### config.mk
export PLATFORM = sky130hd
export DESIGN_NAME = uart_regfile
export DESIGN_NICKNAME = d
export VERILOG_FILES = /design/src/rtl/uart_regs_pkg.sv /design/src/rtl/uart_regs_ctrl.sv /design/src/rtl/uart_irq_prio.sv /design/src/rtl/uart_regs_dp.sv /design/src/rtl/uart_regfile.sv
export SDC_FILE = /design/constraint.sdc
export NUM_CORES = 1
export LEC_CHECK = 0
export BUFFER_PORTS_ARGS = -buffer_cell sky130_fd_sc_hd__buf_2
export CORE_ASPECT_RATIO = 0.7
export CORE_MARGIN = 2
export CORE_UTILIZATION = 40
export CTS_CLUSTER_DIAMETER = 60
export DETAILED_ROUTE_END_ITERATION = 6
export GPL_ROUTABILITY_DRIVEN = 0
export PLACE_DENSITY = 0.72
export REMOVE_ABC_BUFFERS = 1
export SYNTH_ARGS = -nofsm -noshare
export SYNTH_HDL_FRONTEND = slang
export SYNTH_SLANG_ARGS = --single-unit
export TNS_END_PERCENT = 5
### constraint.sdc
create_clock -name clk -period 2.9 [get_ports clk]
set_clock_uncertainty 0.15 [all_clocks]
set_input_delay 0.58 -clock clk [delete_from_list [all_inputs] [get_ports clk]]
set_output_delay 0.58 -clock clk [all_outputs]
set_load 0.02 [all_outputs]
### src/rtl/uart_regs_pkg.sv
package uart_regs_pkg;

  typedef enum logic [2:0] {
    REG_DATA  = 3'd0,
    REG_IEN   = 3'd1,
    REG_IID   = 3'd2,
    REG_LCTL  = 3'd3,
    REG_MCTL  = 3'd4,
    REG_LSTAT = 3'd5,
    REG_MSTAT = 3'd6,
    REG_DIV   = 3'd7
  } regSel_e;

  localparam logic [2:0] IID_LINE  = 3'b110;
  localparam logic [2:0] IID_RXD   = 3'b100;
  localparam logic [2:0] IID_THR   = 3'b010;
  localparam logic [2:0] IID_MODEM = 3'b000;
  localparam logic [2:0] IID_NONE  = 3'b001;

  // interrupt enable bit positions
  localparam int IEN_RXD   = 0;
  localparam int IEN_THR   = 1;
  localparam int IEN_LINE  = 2;
  localparam int IEN_MODEM = 3;
  localparam int IEN_W     = 4;

  // control -> datapath strobes
  typedef struct packed {
    logic    wrTx;
    logic    wrIen;
    logic    wrLctl;
    logic    wrMctl;
    logic    wrDiv;
    logic    rdRx;
    logic    rdLstat;
    regSel_e sel;
  } regStrobe_t;

endpackage

### src/rtl/uart_regs_ctrl.sv
module uart_regs_ctrl
  import uart_regs_pkg::*;
#(
  parameter int ADDR_W = 5
) (
  input  logic              clk,
  input  logic              rst_n,
  input  logic [ADDR_W-1:0] addr,
  input  logic              wrEn,
  input  logic              rdEn,
  output regStrobe_t        strobe
);

  localparam int SEL_LSB = 2;
  localparam int SEL_W   = 3;

  regSel_e sel;
  logic    unusedAddr;

  assign sel        = regSel_e'(addr[SEL_LSB +: SEL_W]);
  assign unusedAddr = &{1'b0, addr[SEL_LSB-1:0]};

  always_comb begin
    strobe     = '0;
    strobe.sel = sel;
    if (wrEn) begin
      unique case (sel)
        REG_DATA: strobe.wrTx   = 1'b1;
        REG_IEN:  strobe.wrIen  = 1'b1;
        REG_LCTL: strobe.wrLctl = 1'b1;
        REG_MCTL: strobe.wrMctl = 1'b1;
        REG_DIV:  strobe.wrDiv  = 1'b1;
        default:  ;
      endcase
    end
    if (rdEn) begin
      unique case (sel)
        REG_DATA:  strobe.rdRx    = 1'b1;
        REG_LSTAT: strobe.rdLstat = 1'b1;
        default:   ;
      endcase
    end
  end

  // at most one write strobe per access
  a_r2_single_write: assert property (@(posedge clk) disable iff (!rst_n)
    $onehot0({strobe.wrTx, strobe.wrIen, strobe.wrLctl, strobe.wrMctl, strobe.wrDiv}));

  // read-only registers never produce a write strobe
  a_r4_ro_no_write: assert property (@(posedge clk) disable iff (!rst_n)
    (wrEn && (sel == REG_IID || sel == REG_LSTAT || sel == REG_MSTAT)) |->
      !(strobe.wrTx || strobe.wrIen || strobe.wrLctl || strobe.wrMctl || strobe.wrDiv));

endmodule

### src/rtl/uart_irq_prio.sv
module uart_irq_prio
  import uart_regs_pkg::*;
#(
  parameter int DELTA_W = 4
) (
  input  logic               clk,
  input  logic               rst_n,
  input  logic [IEN_W-1:0]   ien,
  input  logic               lineErr,
  input  logic               dataReady,
  input  logic               thrEmpty,
  input  logic [DELTA_W-1:0] modemDelta,
  output logic [2:0]         iid,
  output logic               irqOut
);

  logic causeLine, causeRxd, causeThr, causeModem;

  assign causeLine  = lineErr    && ien[IEN_LINE];
  assign causeRxd   = dataReady  && ien[IEN_RXD];
  assign causeThr   = thrEmpty   && ien[IEN_THR];
  assign causeModem = (|modemDelta) && ien[IEN_MODEM];

  always_comb begin
    if (causeLine)       iid = IID_LINE;
    else if (causeRxd)   iid = IID_RXD;
    else if (causeThr)   iid = IID_THR;
    else if (causeModem) iid = IID_MODEM;
    else                 iid = IID_NONE;
  end

  assign irqOut = causeLine | causeRxd | causeThr | causeModem;

  // line errors outrank everything
  a_r10_line_first: assert property (@(posedge clk) disable iff (!rst_n)
    (lineErr && ien[IEN_LINE]) |-> (iid == IID_LINE));

  // received data outranks transmit and modem
  a_r10_rxd_over_thr: assert property (@(posedge clk) disable iff (!rst_n)
    (!lineErr && dataReady && ien[IEN_RXD]) |-> (iid == IID_RXD));

  // irq low means identification shows no cause
  a_r11_quiet_code: assert property (@(posedge clk) disable iff (!rst_n)
    !irqOut |-> (iid == IID_NONE));

endmodule

### src/rtl/uart_regs_dp.sv
module uart_regs_dp
  import uart_regs_pkg::*;
#(
  parameter int DATA_W = 32,
  parameter int CHAR_W = 8,
  parameter int CTL_W  = 8,
  parameter int MSR_W  = 8,
  parameter int DIV_W  = 16
) (
  input  logic              clk,
  input  logic              rst_n,
  input  regStrobe_t        strobe,
  input  logic [DATA_W-1:0] wrData,
  input  logic [2:0]        iid,
  output logic [DATA_W-1:0] rdData,
  // receive side
  input  logic              rxValid,
  input  logic [CHAR_W-1:0] rxByte,
  input  logic              rxParity,
  input  logic              rxFrame,
  input  logic              rxBreak,
  output logic              rxReady,
  // transmit side
  output logic              txValid,
  output logic [CHAR_W-1:0] txByte,
  input  logic              txReady,
  input  logic              txIdle,
  // modem and settings
  input  logic [MSR_W-1:0]  modemStat,
  output logic [CTL_W-1:0]  lineCtl,
  output logic [CTL_W-1:0]  modemCtl,
  output logic [DIV_W-1:0]  baudDiv,
  // to priority encoder
  output logic [IEN_W-1:0]  ien,
  output logic              lineErr,
  output logic              dataReady,
  output logic              thrEmpty,
  output logic [3:0]        modemDelta
);

  localparam int ERR_N = 4;      // overrun, parity, framing, break
  localparam int LSR_W = 7;

  logic [CHAR_W-1:0] rxHold;
  logic [CHAR_W-1:0] txHold;
  logic              txEmpty;
  logic [ERR_N-1:0]  errBits;
  logic [ERR_N-1:0]  errSet;
  logic [LSR_W-1:0]  lsr;
  logic              unusedWr;

  assign unusedWr = ^wrData;

  // ---------------- receive holding ----------------
  always_ff @(posedge clk or negedge rst_n) begin
    if (!rst_n) begin
      rxHold    <= '0;
      dataReady <= 1'b0;
    end else if (rxValid) begin
      rxHold    <= rxByte;
      dataReady <= 1'b1;
    end else if (strobe.rdRx) begin
      dataReady <= 1'b0;
    end
  end

  assign rxReady = !dataReady;

  // ---------------- sticky error flags ----------------
  assign errSet = {rxValid & rxBreak, rxValid & rxFrame,
                   rxValid & rxParity, rxValid & dataReady};

  for (genvar i = 0; i < ERR_N; i++) begin : g_err
    always_ff @(posedge clk or negedge rst_n) begin
      if (!rst_n)              errBits[i] <= 1'b0;
      else if (errSet[i])      errBits[i] <= 1'b1;
      else if (strobe.rdLstat) errBits[i] <= 1'b0;
    end
  end

  assign lineErr = |errBits;

  // ---------------- transmit holding ----------------
  always_ff @(posedge clk or negedge rst_n) begin
    if (!rst_n) begin
      txHold   <= '0;
      thrEmpty <= 1'b1;
    end else if (strobe.wrTx) begin
      txHold   <= wrData[CHAR_W-1:0];
      thrEmpty <= 1'b0;
    end else if (txValid && txReady) begin
      thrEmpty <= 1'b1;
    end
  end

  always_ff @(posedge clk or negedge rst_n) begin
    if (!rst_n)                    txEmpty <= 1'b1;
    else if (strobe.wrTx)          txEmpty <= 1'b0;
    else if (thrEmpty && txIdle)   txEmpty <= 1'b1;
    else if (!txIdle)              txEmpty <= 1'b0;
  end

  assign txValid = !thrEmpty;
  assign txByte  = txHold;

  // ---------------- write-only settings ----------------
  always_ff @(posedge clk or negedge rst_n) begin
    if (!rst_n) begin
      ien      <= '0;
      lineCtl  <= '0;
      modemCtl <= '0;
      baudDiv  <= '0;
    end else begin
      if (strobe.wrIen)  ien      <= wrData[IEN_W-1:0];
      if (strobe.wrLctl) lineCtl  <= wrData[CTL_W-1:0];
      if (strobe.wrMctl) modemCtl <= wrData[CTL_W-1:0];
      if (strobe.wrDiv)  baudDiv  <= wrData[DIV_W-1:0];
    end
  end

  assign modemDelta = modemStat[3:0];

  // ---------------- read mux ----------------
  assign lsr = {txEmpty, thrEmpty, errBits, dataReady};

  always_comb begin
    rdData = '0;
    unique case (strobe.sel)
      REG_DATA:  rdData[CHAR_W-1:0] = rxHold;
      REG_IID:   rdData[2:0]        = iid;
      REG_LSTAT: rdData[LSR_W-1:0]  = lsr;
      REG_MSTAT: rdData[MSR_W-1:0]  = modemStat;
      default:   rdData             = '0;
    endcase
  end

  // data read with no arrival clears data ready
  a_r5_read_clears: assert property (@(posedge clk) disable iff (!rst_n)
    (strobe.rdRx && !rxValid) |=> !dataReady);

  // arrival on a full holding register flags overrun and keeps the new byte
  a_r6_overrun: assert property (@(posedge clk) disable iff (!rst_n)
    (rxValid && dataReady) |=> (errBits[0] && dataReady && rxHold == $past(rxByte)));

  // a parity flag survives until line status is read
  a_r7_sticky: assert property (@(posedge clk) disable iff (!rst_n)
    (errBits[1] && !strobe.rdLstat) |=> errBits[1]);

  // a line status read with no arrival leaves all error flags clear
  a_r7_read_clears: assert property (@(posedge clk) disable iff (!rst_n)
    (strobe.rdLstat && !rxValid) |=> (errBits == '0));

  // a data write leaves a byte pending and the transmitter busy
  a_r8_tx_pending: assert property (@(posedge clk) disable iff (!rst_n)
    strobe.wrTx |=> (txValid && !txEmpty));

endmodule

### src/rtl/uart_regfile.sv
module uart_regfile
  import uart_regs_pkg::*;
#(
  parameter int ADDR_W = 5,
  parameter int DATA_W = 32,
  parameter int DIV_W  = 16
) (
  input  logic              clk,
  input  logic              rst_n,
  input  logic [ADDR_W-1:0] reg_addr,
  input  logic              reg_wr,
  input  logic [DATA_W-1:0] reg_wdata,
  input  logic              reg_rd,
  output logic [DATA_W-1:0] reg_rdata,
  output logic              irq,
  input  logic              rx_valid,
  input  logic [7:0]        rx_byte,
  input  logic              rx_parity_err,
  input  logic              rx_frame_err,
  input  logic              rx_break,
  output logic              rx_ready,
  output logic              tx_valid,
  output logic [7:0]        tx_byte,
  input  logic              tx_ready,
  input  logic              tx_idle,
  input  logic [7:0]        modem_status,
  output logic [7:0]        line_ctrl,
  output logic [7:0]        modem_ctrl,
  output logic [DIV_W-1:0]  baud_div
);

  regStrobe_t       strobe;
  logic [2:0]       iid;
  logic [IEN_W-1:0] ien;
  logic             lineErr, dataReady, thrEmpty;
  logic [3:0]       modemDelta;

  uart_regs_ctrl #(.ADDR_W(ADDR_W)) u_ctrl (
    .clk    (clk),
    .rst_n  (rst_n),
    .addr   (reg_addr),
    .wrEn   (reg_wr),
    .rdEn   (reg_rd),
    .strobe (strobe)
  );

  uart_regs_dp #(
    .DATA_W (DATA_W),
    .CHAR_W (8),
    .CTL_W  (8),
    .MSR_W  (8),
    .DIV_W  (DIV_W)
  ) u_dp (
    .clk        (clk),
    .rst_n      (rst_n),
    .strobe     (strobe),
    .wrData     (reg_wdata),
    .iid        (iid),
    .rdData     (reg_rdata),
    .rxValid    (rx_valid),
    .rxByte     (rx_byte),
    .rxParity   (rx_parity_err),
    .rxFrame    (rx_frame_err),
    .rxBreak    (rx_break),
    .rxReady    (rx_ready),
    .txValid    (tx_valid),
    .txByte     (tx_byte),
    .txReady    (tx_ready),
    .txIdle     (tx_idle),
    .modemStat  (modem_status),
    .lineCtl    (line_ctrl),
    .modemCtl   (modem_ctrl),
    .baudDiv    (baud_div),
    .ien        (ien),
    .lineErr    (lineErr),
    .dataReady  (dataReady),
    .thrEmpty   (thrEmpty),
    .modemDelta (modemDelta)
  );

  uart_irq_prio #(.DELTA_W(4)) u_prio (
    .clk        (clk),
    .rst_n      (rst_n),
    .ien        (ien),
    .lineErr    (lineErr),
    .dataReady  (dataReady),
    .thrEmpty   (thrEmpty),
    .modemDelta (modemDelta),
    .iid        (iid),
    .irqOut     (irq)
  );

endmodule

==> flow_metrics.env <==
export IMPL_status="finished, final reports clean"
export IMPL_core_um2=6370
export IMPL_arrival_ns=1.86
export IMPL_synth_avg_cell_area_um2=13.5
export IMPL_hold_viol_final=0
export IMPL_synth_warnings=0
export IMPL_worst_path_max_fanout=3
export IMPL_die_area_um2=7410
export IMPL_ios=138
export IMPL_maxCapViolations=0
export IMPL_clk_pin_slew_worst_paths_ns=0.06
export IMPL_cp_data_required_time_ns=2.17
export IMPL_dr_pass1_iters=5
export IMPL_ys_ff_latch=59
export IMPL_dp_slack_ns=0.437
export IMPL_post_cts_resized=0
export IMPL_worstSetupPathType="flop to output port"
export IMPL_grt_usage=0.165
export IMPL_end_kind="output port"
export IMPL_final_layout_size_suffix_gt1_frac=0.569
export IMPL_n_fill_cell=586
export IMPL_die_x_um=102
export IMPL_antenna_found_initial=0
export IMPL_maxSlewHeadroom=0.590
export IMPL_clkSinkCount=59
export IMPL_rsz0062_at_grt="false"
export IMPL_die_h_um=72.6
export IMPL_dpl_cell_count=379
export IMPL_port_buffers=95
export IMPL_post_cts_setup_buffers=0
export IMPL_yosysSeqAreaShare=0.549
export IMPL_htreeDepth=3
export IMPL_worstMarginPinSlew_ns=0.613
export IMPL_multi_input_area_um2=1070
export IMPL_start_kind="flop"
export IMPL_grt_pass1_wl_um=9090
export IMPL_maxSlewViolCount=0
export IMPL_period_needed_ns=2.59
export IMPL_final_common_cell="buf_2"
export IMPL_clk_latency_ns=0.33
export IMPL_period_share=0.894
export IMPL_num_vias=1892
export IMPL_diodes=0
export IMPL_grt_max_degree=40
export IMPL_irDropWorstVdd_uv=319
export IMPL_globalRoute_totalOverflow=0
export IMPL_final_nets=362
export IMPL_areaGrowthSynthToFinish_pct=24.7
export IMPL_grt_pass1_vias=1827
export IMPL_min_path_type="primary input to async pin"
export IMPL_ff_latch_area_um2=1480
export IMPL_setup_violations=0
export IMPL_cts_buffer_depth=2
export IMPL_hpwl_um=4200
export IMPL_wl_um=5750
export IMPL_start_util=0.423
export IMPL_fmaxAchievable_mhz=386
export IMPL_final_cell_mix="buf_2 (95), dfrtp_1 (57), mux2_2 (52)"
export IMPL_numCtsBuffers=9
export IMPL_cts_tree="done"
export IMPL_routedWlPerCell_um=14.6
export IMPL_rows=24
export IMPL_fin_ws_ns=0.308
export IMPL_vias_per_cell=4.79
export IMPL_synthCells=199
export IMPL_synth_cell_types=31
export IMPL_stdcell_count=395
export IMPL_powerDensity_nw_per_um2=715
export IMPL_ant_nets=0
export IMPL_drc=0
export IMPL_synthesis_area_um2=2690
export IMPL_postCtsHoldBufs=0
export IMPL_leakage_uw=0.00165
export IMPL_first_iter_violations=56
export IMPL_fin_tns_setup_ns=0
export IMPL_cts_root_buf="clkbuf_8"
==> per-layer routing <==
layer,part of all wire,wire [um],track usage,vias up
li1,-,-,-,871
met1,0.44,2520,0.217,932
met2,0.48,2740,0.249,85
met3,0.082,469,0.0728,4
met4,0.0036,21,0.0489,0
met5,0,0,0,-
==> stage by stage <==
| stage | util | instance area [um2] | total power, uW | hold WS (ns) |
|---|---|---|---|---|
| after CTS | 0.528 | 3360 | 2440 | 0.0420 |
| after global routing | 0.528 | 3360 | 2540 | 0.0548 |
| after floorplan | - | 2550 | 1440 | 0.134 |
| after detailed placement | 0.497 | 3160 | 1690 | 0.337 |
| final | 0.528 | 3360 | 2400 | 0.0492 |
| after global placement | 0.497 | 3160 | 1680 | 0.332 |
==> worst paths after layout <==
| kind | from | to | slack [ns] | cells after the start |
|---|---|---|---|---|
| hold / removal | rst_n | u_dp.baudDiv[14]$_DFFE_PN0P_ | 0.05 | 1 |
| min in group clk | tx_idle | u_dp.txEmpty$_DFFE_PN1P_ | 0.29 | 3 |
| setup / recovery | u_dp.errBits[0]$_DFFE_PN0P_ | reg_rdata[0] | 0.31 | 4 |
| setup reg to reg | u_dp.thrEmpty$_DFFE_PN1P_ | u_dp.txEmpty$_DFFE_PN1P_ | 1.89 | 2 |
| max in group asynchronous | rst_n | u_dp.baudDiv[13]$_DFFE_PN0P_ | 1.67 | 2 |
| hold reg to reg | u_dp.baudDiv[5]$_DFFE_PN0P_ | u_dp.baudDiv[5]$_DFFE_PN0P_ | 0.35 | 1 |
==> area by class of cell <==
| cell class | count | share of cell area |
|---|---|---|
| clock buffers | 11 | 0.0421 |
| clock inverters | 5 | 0.0156 |
| inverters | 2 | 0.00224 |
| multi-input cells | 129 | 0.317 |
| flip-flops and latches | 59 | 0.440 |
| well taps | 91 | 0.0339 |
| repair buffers | 98 | 0.148 |
==> cell usage after synthesis <==
cell type	number	area [um2]
dfrtp_1	57	1430
mux2_2	52	586
buf_4	26	195
nand2_1	11	41.3
a22oi_1	7	52.6
nor2_1	5	18.8
o21ai_0	5	25.0
a22o_1	4	35.0
clkbuf_1	4	15.0
o221ai_1	3	26.3
a21oi_1	2	10.0
dfstp_2	2	52.6
inv_1	2	7.51
nand4b_1	2	17.5
a31oi_1	1	6.26
and2_1	1	6.26
and3b_1	1	8.76
buf_2	1	5.00
buf_6	1	11.3
conb_1	1	3.75
nand3_1	1	5.00
nand4_2	1	12.5
nand4b_2	1	15.0
nor3_4	1	16.3
nor4b_1	1	8.76
nor4b_4	1	23.8
nor4bb_4	1	25.0
o21bai_1	1	7.51
o41a_1	1	11.3
o41ai_1	1	8.76
or3b_2	1	8.76
==> power by group <==
group,total [uW],switching (uW),internal [uW]
logic,617,364,253
registers,1050,76.6,978
clock network,729,314,416
total,2400,754,1650
==> state kept, by name, summed over array words and instances (netlist names) <==
register / count
u_dp.baudDiv: 16
u_dp.dataReady: 1
u_dp.errBits: 4
u_dp.ien: 4
u_dp.lineCtl: 8
u_dp.modemCtl: 8
u_dp.rxHold: 8
u_dp.thrEmpty: 1
u_dp.txByte: 8
u_dp.txEmpty: 1
==> worst max-delay path, stage by stage, from the launching register on <==
cell      delay [ns]
dfrtp_1         0.40
o41a_1          0.46
nand4b_1        0.24
o221ai_1        0.23
buf_2           0.20
==> logic make-up after synthesis <==
logic type | share of synthesized area
flip-flops | 0.549
multiplexers | 0.217
AO/OA/AOI/OAI | 0.0678
buffers and inverters | 0.0869
other | 0.00139
AND/OR/NAND/NOR | 0.0771
(Power assumes the default switching activity.)
